**src/rtl/stsring_pkg.sv**
```systemverilog
package stsring_pkg;

  localparam int DESC_WORDS = 8;
  localparam int WIDX_W     = $clog2(DESC_WORDS);
  localparam int STAMP_W    = 4;

  typedef enum logic [3:0] {
    OP_READ_STATS  = 4'd0,
    OP_SEARCH_OFF  = 4'd1,
    OP_FLUSH_INVAL = 4'd7,
    OP_CLEAR_STATS = 4'd8
  } opcode_e;

  typedef enum logic [1:0] {
    RES_OK      = 2'd0,
    RES_MISSING = 2'd1,
    RES_TIMEOUT = 2'd2
  } result_e;

  typedef struct packed {
    logic [3:0]  op;
    logic        engine;
    logic [1:0]  result;
    logic        index_mode;
    logic [23:0] entry_cnt;
    logic [31:0] byte_cnt;
    logic [31:0] tstamp;
    logic [63:0] meta;
    logic [19:0] hash;
    logic [3:0]  cset;
    logic [7:0]  ring_id;
  } cmpl_t;

  // statistic fields only mean something for these two codes
  function automatic logic stats_live(input logic [3:0] op);
    return (op == OP_FLUSH_INVAL) || (op == OP_CLEAR_STATS);
  endfunction

  // hash is reported when the lookup missed or lookup was turned off
  function automatic logic hash_live(input logic [3:0] op, input logic [1:0] res);
    return (res == RES_MISSING) || (op == OP_SEARCH_OFF);
  endfunction

  // pass stamp seen by the consumer: one ahead of the completed-wrap count
  function automatic logic [STAMP_W-1:0] stamp_of(input logic [STAMP_W-1:0] wraps);
    return wraps + 1'b1;
  endfunction

  function automatic logic [31:0] desc_word(input cmpl_t r,
                                            input logic [WIDX_W-1:0] idx,
                                            input logic [STAMP_W-1:0] stamp);
    logic        sl;
    logic [31:0] w;
    sl = stats_live(r.op);
    case (idx)
      3'd0:    w = {(sl ? r.entry_cnt : 24'h0), r.index_mode, r.result, r.engine, r.op};
      3'd1:    w = sl ? r.byte_cnt : 32'h0;
      3'd2:    w = sl ? r.tstamp : 32'h0;
      3'd3:    w = r.meta[31:0];
      3'd4:    w = r.meta[63:32];
      3'd5:    w = {8'h00, r.cset, (hash_live(r.op, r.result) ? r.hash : 20'h0)};
      3'd7:    w = {stamp, r.ring_id, 20'h0};
      default: w = 32'h0;
    endcase
    return w;
  endfunction

endpackage

```
**src/rtl/stsring_seq.sv**
```systemverilog
module stsring_seq
  import stsring_pkg::*;
(
  input  logic              clk,
  input  logic              rst_n,
  input  logic              in_valid,
  input  logic              ring_full,
  output logic              in_ready,
  output logic              accept,
  output logic              busy,
  output logic [WIDX_W-1:0] widx,
  output logic              last_word
);

  logic              busy_q;
  logic [WIDX_W-1:0] widx_q;

  assign busy      = busy_q;
  assign widx      = widx_q;
  assign in_ready  = !busy_q && !ring_full;
  assign accept    = in_valid && in_ready;
  assign last_word = busy_q && (widx_q == WIDX_W'(DESC_WORDS - 1));

  always_ff @(posedge clk) begin
    if (!rst_n) begin
      busy_q <= 1'b0;
      widx_q <= '0;
    end else if (accept) begin
      busy_q <= 1'b1;
      widx_q <= '0;
    end else if (busy_q) begin
      widx_q <= widx_q + 1'b1;
      if (last_word) busy_q <= 1'b0;
    end
  end

  AST_WORD_ORDER: assert property (@(posedge clk) disable iff (!rst_n)
    (busy_q && !last_word) |=> (busy_q && widx_q == $past(widx_q) + 1'b1));

endmodule

```
**src/rtl/stsring_ptr.sv**
```systemverilog
module stsring_ptr
  import stsring_pkg::*;
#(
  parameter int PTR_W = 8
)(
  input  logic               clk,
  input  logic               rst_n,
  input  logic [PTR_W:0]     cfg_entries,
  input  logic [PTR_W-1:0]   tail,
  input  logic               step,
  output logic [PTR_W-1:0]   head,
  output logic [STAMP_W-1:0] wraps,
  output logic               ring_full,
  output logic               wrap_evt
);

  logic [PTR_W-1:0]   head_q;
  logic [STAMP_W-1:0] wraps_q;
  logic [PTR_W:0]     head_inc;
  logic [PTR_W-1:0]   head_nx;

  assign head_inc  = {1'b0, head_q} + 1'b1;
  assign wrap_evt  = (head_inc == cfg_entries);
  assign head_nx   = wrap_evt ? '0 : head_inc[PTR_W-1:0];
  assign ring_full = (head_nx == tail);
  assign head      = head_q;
  assign wraps     = wraps_q;

  always_ff @(posedge clk) begin
    if (!rst_n) begin
      head_q  <= '0;
      wraps_q <= '0;
    end else if (step) begin
      head_q <= head_nx;
      if (wrap_evt) wraps_q <= wraps_q + 1'b1;
    end
  end

  AST_PASS_AT_ZERO: assert property (@(posedge clk) disable iff (!rst_n)
    (wraps_q != $past(wraps_q)) |-> (head_q == '0));

endmodule

```
**src/rtl/stsring_fmt.sv**
```systemverilog
module stsring_fmt
  import stsring_pkg::*;
(
  input  cmpl_t              rec,
  input  logic [WIDX_W-1:0]  widx,
  input  logic [STAMP_W-1:0] wraps,
  output logic [31:0]        word
);

  logic [31:0] lane [DESC_WORDS];

  for (genvar g = 0; g < DESC_WORDS; g++) begin : g_lane
    assign lane[g] = desc_word(rec, WIDX_W'(g), stamp_of(wraps));
  end

  assign word = lane[widx];

endmodule

```
**src/rtl/stsring_producer.sv**
```systemverilog
module stsring_producer
  import stsring_pkg::*;
#(
  parameter int PTR_W  = 8,
  localparam int ADDR_W = PTR_W + WIDX_W
)(
  input  logic              clk,
  input  logic              rst_n,
  input  logic              in_valid,
  output logic              in_ready,
  input  logic [3:0]        in_opcode,
  input  logic              in_engine,
  input  logic [1:0]        in_result,
  input  logic              in_index_mode,
  input  logic [23:0]       in_entry_cnt,
  input  logic [31:0]       in_byte_cnt,
  input  logic [31:0]       in_tstamp,
  input  logic [63:0]       in_meta,
  input  logic [19:0]       in_hash,
  input  logic [3:0]        in_set,
  input  logic [PTR_W:0]    cfg_entries,
  input  logic [7:0]        cfg_ring_id,
  output logic              mem_we,
  output logic [ADDR_W-1:0] mem_addr,
  output logic [31:0]       mem_wdata,
  output logic [PTR_W-1:0]  head_ptr,
  input  logic [PTR_W-1:0]  tail_ptr
);

  logic               ring_full;
  logic               accept;
  logic               busy;
  logic               last_word;
  logic               wrap_evt;
  logic [WIDX_W-1:0]  widx;
  logic [STAMP_W-1:0] wraps;
  cmpl_t              rec_q;
  cmpl_t              rec_in;

  assign rec_in = '{op: in_opcode, engine: in_engine, result: in_result,
                    index_mode: in_index_mode, entry_cnt: in_entry_cnt,
                    byte_cnt: in_byte_cnt, tstamp: in_tstamp, meta: in_meta,
                    hash: in_hash, cset: in_set, ring_id: cfg_ring_id};

  always_ff @(posedge clk) begin
    if (!rst_n) rec_q <= '0;
    else if (accept) rec_q <= rec_in;
  end

  stsring_seq u_seq (
    .clk(clk), .rst_n(rst_n), .in_valid(in_valid), .ring_full(ring_full),
    .in_ready(in_ready), .accept(accept), .busy(busy), .widx(widx),
    .last_word(last_word)
  );

  stsring_ptr #(.PTR_W(PTR_W)) u_ptr (
    .clk(clk), .rst_n(rst_n), .cfg_entries(cfg_entries), .tail(tail_ptr),
    .step(last_word), .head(head_ptr), .wraps(wraps), .ring_full(ring_full),
    .wrap_evt(wrap_evt)
  );

  stsring_fmt u_fmt (
    .rec(rec_q), .widx(widx), .wraps(wraps), .word(mem_wdata)
  );

  assign mem_we   = busy;
  assign mem_addr = {head_ptr, widx};

  AST_NO_ACCEPT_FULL: assert property (@(posedge clk) disable iff (!rst_n)
    (in_valid && in_ready) |-> !ring_full);

  AST_BURST_ADDR: assert property (@(posedge clk) disable iff (!rst_n)
    (mem_we && widx != '0) |-> (mem_addr == $past(mem_addr) + 1'b1));

  AST_RSV_ZERO: assert property (@(posedge clk) disable iff (!rst_n)
    (mem_we && widx == WIDX_W'(6)) |-> (mem_wdata == 32'h0));

  AST_STATS_GATED: assert property (@(posedge clk) disable iff (!rst_n)
    (mem_we && widx == WIDX_W'(1) && !stats_live(rec_q.op)) |-> (mem_wdata == 32'h0));

  AST_HEAD_STEP: assert property (@(posedge clk) disable iff (!rst_n)
    (head_ptr != $past(head_ptr)) |-> $past(mem_we && widx == WIDX_W'(DESC_WORDS - 1)));

  AST_WRITE_NOREADY: assert property (@(posedge clk) disable iff (!rst_n)
    mem_we |-> !in_ready);

  AST_WRAP_TO_ZERO: assert property (@(posedge clk) disable iff (!rst_n)
    (last_word && wrap_evt) |=> (head_ptr == '0));

endmodule

```
**config.mk**
```make
export PLATFORM = sky130hd
export DESIGN_NAME = stsring_producer
export DESIGN_NICKNAME = d
export VERILOG_FILES = /design/src/rtl/stsring_pkg.sv /design/src/rtl/stsring_seq.sv /design/src/rtl/stsring_ptr.sv /design/src/rtl/stsring_fmt.sv /design/src/rtl/stsring_producer.sv
export SDC_FILE = /design/constraint.sdc
export NUM_CORES = 1
export LEC_CHECK = 0
export BUFFER_PORTS_ARGS = -buffer_cell sky130_fd_sc_hd__buf_2
export CORE_MARGIN = 4
export CORE_UTILIZATION = 54
export DETAILED_ROUTE_END_ITERATION = 10
export PLACE_DENSITY = 0.83
export RECOVER_POWER = 25
export SETUP_SLACK_MARGIN = 0.1
export SYNTH_ARGS = -nofsm -noshare
export SYNTH_HDL_FRONTEND = slang
export SYNTH_SLANG_ARGS = --single-unit
```
**constraint.sdc**
```tcl
create_clock -name clk -period 3.8 [get_ports clk]
set_clock_uncertainty 0.05 [all_clocks]
set_input_delay 0.76 -clock clk [delete_from_list [all_inputs] [get_ports clk]]
set_output_delay 0.76 -clock clk [all_outputs]
set_load 0.02 [all_outputs]
```
==> impl_results.html <==
<table>
<tr><th>Metric</th><th>Value</th></tr>
<tr><th colspan="2">Timing</th></tr>
<tr><td>Number of hold violations in the final report</td><td>0</td></tr>
<tr><td>Final number of max-transition violations</td><td>0</td></tr>
<tr><td>Final period util</td><td>96.3%</td></tr>
<tr><td>Transition time at the pin with the least slew margin</td><td>881 ps</td></tr>
<tr><td>Minimum period implied by the final worst setup slack</td><td>3660 ps</td></tr>
<tr><td>Sum of negative setup slack</td><td>0 ps</td></tr>
<tr><td>Hold Slack</td><td>between 400 and 500 ps</td></tr>
<tr><td>RSZ-0062 raised after global routing</td><td>true</td></tr>
<tr><td>F_max</td><td>0.273 GHz</td></tr>
<tr><td>PnR worst setup slack</td><td>between 100 and 150 ps</td></tr>
<tr><td>Endpoints failing setup</td><td>0</td></tr>
<tr><td>Max transition margin</td><td>41.3%</td></tr>
<tr><th colspan="2">Pwr</th></tr>
<tr><td>Power density of the placed cells</td><td>between 400 and 500 nW/um^2</td></tr>
<tr><td>Overall power</td><td>5370 uW</td></tr>
<tr><td>Leakage power figure</td><td>roughly 0.0056 uW</td></tr>
<tr><td>Maximum resistive drop on vdd</td><td>roughly 0.3 mV</td></tr>
<tr><th colspan="2">Routing</th></tr>
<tr><td>Wire length per cell after detailed routing</td><td>between 15 and 20 um</td></tr>
<tr><td>Post-detailed-route via-to-cell ratio</td><td>between 5 and 6</td></tr>
<tr><td>DRT Wirelength</td><td>a little over 30 mm</td></tr>
<tr><td>Post-detailed-route DRC marker count</td><td>0</td></tr>
<tr><td>Via count</td><td>9539</td></tr>
<tr><td>Length of the first detailed-routing pass in iterations</td><td>9</td></tr>
<tr><td>Post-detailed-route count of antenna-violating nets</td><td>0</td></tr>
<tr><td>Initial DRC Count</td><td>between 700 and 800</td></tr>
<tr><th colspan="2">Synth</th></tr>
<tr><td>Number of storage elements in the synthesis netlist</td><td>208</td></tr>
<tr><td>Area share of and/or/nand/nor cells after synthesis</td><td>19.6%</td></tr>
<tr><td>Netlist cell types</td><td>54</td></tr>
<tr><td>Post-Syn Area</td><td>between 10000 and 15000 um^2</td></tr>
<tr><td>Dominant combinational cell family by area after synthesis</td><td>multiplexers</td></tr>
<tr><td>Adder-Cell Fraction of Synth Area</td><td>less than 1%</td></tr>
<tr><td>Top FF cell, synth</td><td>dfxtp_1</td></tr>
<tr><td>Register area share after synthesis</td><td>roughly two fifths</td></tr>
<tr><td>Fraction of synthesis flops using an asynchronous set or reset pin</td><td>0%</td></tr>
<tr><td>Synth area leader</td><td>dfxtp_1</td></tr>
<tr><td>Post-Synthesis Mean Instance Area</td><td>about 8.4 um^2</td></tr>
<tr><td>Area fraction in compound gates after synthesis</td><td>between 10% and 20%</td></tr>
<tr><td>Count of warnings emitted by yosys</td><td>0</td></tr>
<tr><td>Area contributors post-synth</td><td>dfxtp_1 (40%), mux2i_1 (21%), nand2_1 (15%), clkbuf_1 (2.8%), a22oi_1 (1.9%)</td></tr>
<tr><td>Parity-gate share of the synthesized area counting xor and xnor cells</td><td>under 10%</td></tr>
<tr><td>Top-area cell type share of the netlist area</td><td>around 40%</td></tr>
<tr><td>Post-synth EDFFs</td><td>0</td></tr>
<tr><td>Post-Syn Instances</td><td>approximately 1200</td></tr>
<tr><td>Syn_nets</td><td>~1500</td></tr>
<tr><td>Multiplexer share of the synthesized area</td><td>between 20% and 30%</td></tr>
<tr><th colspan="2">Finish</th></tr>
<tr><td>Final net count</td><td>1670</td></tr>
<tr><td>Filler cell count in the final layout</td><td>between 1500 and 2000</td></tr>
<tr><td>Total area of multi-input combinational cells</td><td>just under 6000 um^2</td></tr>
<tr><td>Sequential Area</td><td>between 4000 and 5000 um^2</td></tr>
<tr><td>P&amp;R area growth vs syn</td><td>21.4%</td></tr>
<tr><td>Final core area utilization</td><td>roughly two thirds</td></tr>
<tr><td>Fraction of layout instances using a drive strength above 1</td><td>a little under a quarter</td></tr>
<tr><th colspan="2">Critical path</th></tr>
<tr><td>Logic depth of the worst path, buffers included</td><td>10</td></tr>
<tr><td>Required @ worst endpoint</td><td>approximately 3000 ps</td></tr>
<tr><td>Worst flop-to-flop path startpoint</td><td>u_ptr.head[0]$_SDFFE_PN0P_</td></tr>
<tr><td>Number of cells on the worst reg-to-reg path</td><td>13</td></tr>
<tr><td>Worst Setup EP</td><td>in_ready</td></tr>
<tr><td>CP Data Arrival Time</td><td>between 2000 and 3000 ps</td></tr>
<tr><td>Cells along the critical path</td><td>ha_2, buf_6, xor3_1, nor3_2, o211ai_1, a31oi_4, and2_0, a211oi_2, o31a_1, buf_4</td></tr>
<tr><td>Reg-to-reg endpoint</td><td>rec_q[150]$_SDFFE_PN0P_</td></tr>
<tr><td>Crit-path leading delay family</td><td>compound AO/OA/AOI/OAI gates</td></tr>
<tr><td>Endpoint kind of the worst setup timing path</td><td>output port</td></tr>
<tr><td>WS Path Type</td><td>register to output port</td></tr>
<tr><td>Largest fanout of any net on the critical path</td><td>6</td></tr>
<tr><td>Worst reg-to-reg setup slack</td><td>around 250 ps</td></tr>
<tr><td>Highest cell delay on the worst timing path</td><td>360 ps</td></tr>
<tr><td>Critical Path Source Type</td><td>register</td></tr>
<tr><td>Critical path startpoint</td><td>u_ptr.head[0]$_SDFFE_PN0P_</td></tr>
<tr><td>Slowest-stage cell, CP</td><td>xor3_1</td></tr>
<tr><td>Critical path buffer and inverter count</td><td>2</td></tr>
<tr><th colspan="2">Global route</th></tr>
<tr><td>Via count of the first global-routing pass</td><td>~9000</td></tr>
<tr><td>Aggregate global routing overflow</td><td>0</td></tr>
<tr><td>Total routing resource utilization after global routing</td><td>between 20% and 30%</td></tr>
<tr><td>Wire length of the first global-routing pass</td><td>roughly 46 mm</td></tr>
<tr><td>Largest net degree at the start of global routing</td><td>~150</td></tr>
<tr><td>Number of antenna violations at the first check in global routing</td><td>2</td></tr>
<tr><th colspan="2">Clock tree</th></tr>
<tr><td>Clock tree from TritonCTS</td><td>built</td></tr>
<tr><td>Latest clock arrival within the worst-skew pair</td><td>490 ps</td></tr>
<tr><td>Maximum clock insertion buffer count</td><td>3</td></tr>
<tr><td>Cell at the root of the clock tree</td><td>clkbuf_16</td></tr>
<tr><td>Number of buffers created by CTS</td><td>23</td></tr>
<tr><td>Number of H-tree levels</td><td>1</td></tr>
<tr><td>Clk sinks</td><td>~210</td></tr>
<tr><td>Register clock-pin slew on the reported worst setup and hold paths</td><td>around 60 ps</td></tr>
<tr><th colspan="2">Die</th></tr>
<tr><td>Core footprint</td><td>around 19000 um^2</td></tr>
<tr><td>Overall die area</td><td>about 22000 um^2</td></tr>
<tr><td>Chip Height</td><td>148 um</td></tr>
<tr><td>Ports placed on the boundary</td><td>about 270</td></tr>
<tr><td>Die X</td><td>~150 um</td></tr>
<tr><td>Starting density of the core</td><td>a little under three fifths</td></tr>
<tr><td>Number of placement rows</td><td>50</td></tr>
<tr><th colspan="2">Status</th></tr>
<tr><td>Outcome</td><td>finished clean</td></tr>
<tr><th colspan="2">Job</th></tr>
<tr><td>Max-Cap Viols</td><td>0</td></tr>
<tr><th colspan="2">Placed design</th></tr>
<tr><td>Worst setup timing slack at the placement stage</td><td>about 320 ps</td></tr>
<tr><td>Final estimated routing congestion in global placement</td><td>slightly below 0.9</td></tr>
<tr><td>Placed wire-length estimate after detailed placement</td><td>about 22 mm</td></tr>
<tr><td>Number of buffer cells added on primary ports</td><td>approximately 260</td></tr>
<tr><th colspan="2">Hold path</th></tr>
<tr><td>Worst hold path class</td><td>register to register</td></tr>
</table>
-- layout by cell type, fill, tap and decap left out, drive strengths merged, types with 3 or more instances in the layout --
master | synthesis | routed
inv | 6 | 7
a21oi | 22 | 22
mux2i | 219 | 219
ha | 4 | 4
nor3 | 7 | 7
o21ai | 26 | 26
and2 | 5 | 5
nor2b | 25 | 25
a222oi | 8 | 8
mux2 | 4 | 4
a22o | 16 | 16
clkbuf | 79 | 45
dfxtp | 208 | 208
nand4 | 3 | 3
a22oi | 27 | 27
o22ai | 20 | 20
a31oi | 23 | 23
clkinv | 0 | 6
nor2 | 27 | 27
and3 | 3 | 3
nand2 | 410 | 410
a221oi | 12 | 12
buf | 41 | 286
xor2 | 10 | 10
xnor2 | 12 | 12
nand3 | 5 | 5
-- worst register-to-register path: stages, from the launching register on --
cell	delay [ps]
dfxtp_1	320
ha_2	190
buf_6	130
xor3_1	360
nor3_2	120
o211ai_1	140
a31oi_4	220
and2_0	270
o32a_1	210
buf_4	120
o311a_1	640
buf_12	280
buf_12	210
mux2i_1	220
-- synth_stat cells (4+ instances only) --
master and instances:
a22oi_1 27, xor2_1 10, nor2_1 27, nor2b_1 25, xnor2_1 12, dfxtp_1 208, a21oi_1 22, buf_1 6
o22ai_1 20, buf_2 9, mux2i_1 219, o21ai_0 25, a22o_1 16, buf_4 10, clkbuf_1 78, nand2_1 410
nand3_1 4, ha_1 4, a31oi_1 22, a221oi_1 12, mux2_2 4, inv_1 6, a222oi_1 8, nor3_1 4
buf_6 16, and2_1 5
-- metal layers --
layer / wire length (um) / share of wire [%] / GRT usage [%]
met5: 25 / 0.082 / 0
met4: 676 / 2.2 / 6.24
met3: 2380 / 7.8 / 4.90
met2: 14600 / 48 / 44.2
met1: 12700 / 42 / 34.4
-- through the flow --
step | area (um^2) | instances
2_1_floorplan | 10500 | 1249
4_1_cts | 12800 | 1727
3_3_place_gp | 12000 | 1686
3_5_place_dp | 12000 | 1686
6_report | 12800 | 1731
5_1_grt | 12800 | 1730
-- worst min path at each step --
stage	start	to	slack, ps	cells after the start
2_1_floorplan	rec_q[64]$_SDFFE_PN0P_	rec_q[64]$_SDFFE_PN0P_	380	2
3_3_place_gp	rec_q[69]$_SDFFE_PN0P_	rec_q[69]$_SDFFE_PN0P_	390	2
3_5_place_dp	rec_q[77]$_SDFFE_PN0P_	rec_q[77]$_SDFFE_PN0P_	390	2
4_1_cts	rec_q[76]$_SDFFE_PN0P_	rec_q[76]$_SDFFE_PN0P_	400	2
5_1_grt	rec_q[187]$_SDFFE_PN0P_	rec_q[187]$_SDFFE_PN0P_	420	2
6_report	rec_q[76]$_SDFFE_PN0P_	rec_q[76]$_SDFFE_PN0P_	400	2
-- flip-flops by register name (all words and copies together) (netlist names) --
| name | flops |
|---|---|
| u_seq.busy | 1 |
| u_ptr.wraps | 4 |
| u_ptr.head | 8 |
| u_seq.widx | 3 |
| rec_q | 192 |
-- cell type report --
type	count	area share (%)
multi-input combinational	915	45.1
sequential	208	32.6
timing repair buffer	300	13.6
clock buffer	31	5.05
tap	260	2.54
clock inverter	10	0.831
inverter	6	0.176
antenna	1	0.0196
-- power breakdown --
group	total (uW)	internal, uW	switching (uW)	leakage [uW]
Clock	2210	1330	882	0.000373
Sequential	2400	2330	79.3	0.00171
Combinational	757	337	420	0.00353
-- cell families (layout without fill, tap and decap cells) --
kind of cell	after synthesis	in the layout
other	0	1
buffers and inverters	126	347
AO/OA/AOI/OAI	164	164
adder cells (fa/ha/maj)	4	4
XOR/XNOR	24	24
multiplexers	223	223
AND/OR/NAND/NOR	500	500
flip-flops	208	208
-- timing repair --
item / 4_1_cts / 5_1_grt
endpoints found under the setup margin: 1 / 7
hold buffers: 0 / 0
buffers inserted: 0 / 3
gates resized for setup: 4 / 12
pin swaps: 0 / 6
(Power assumes the default switching activity.)
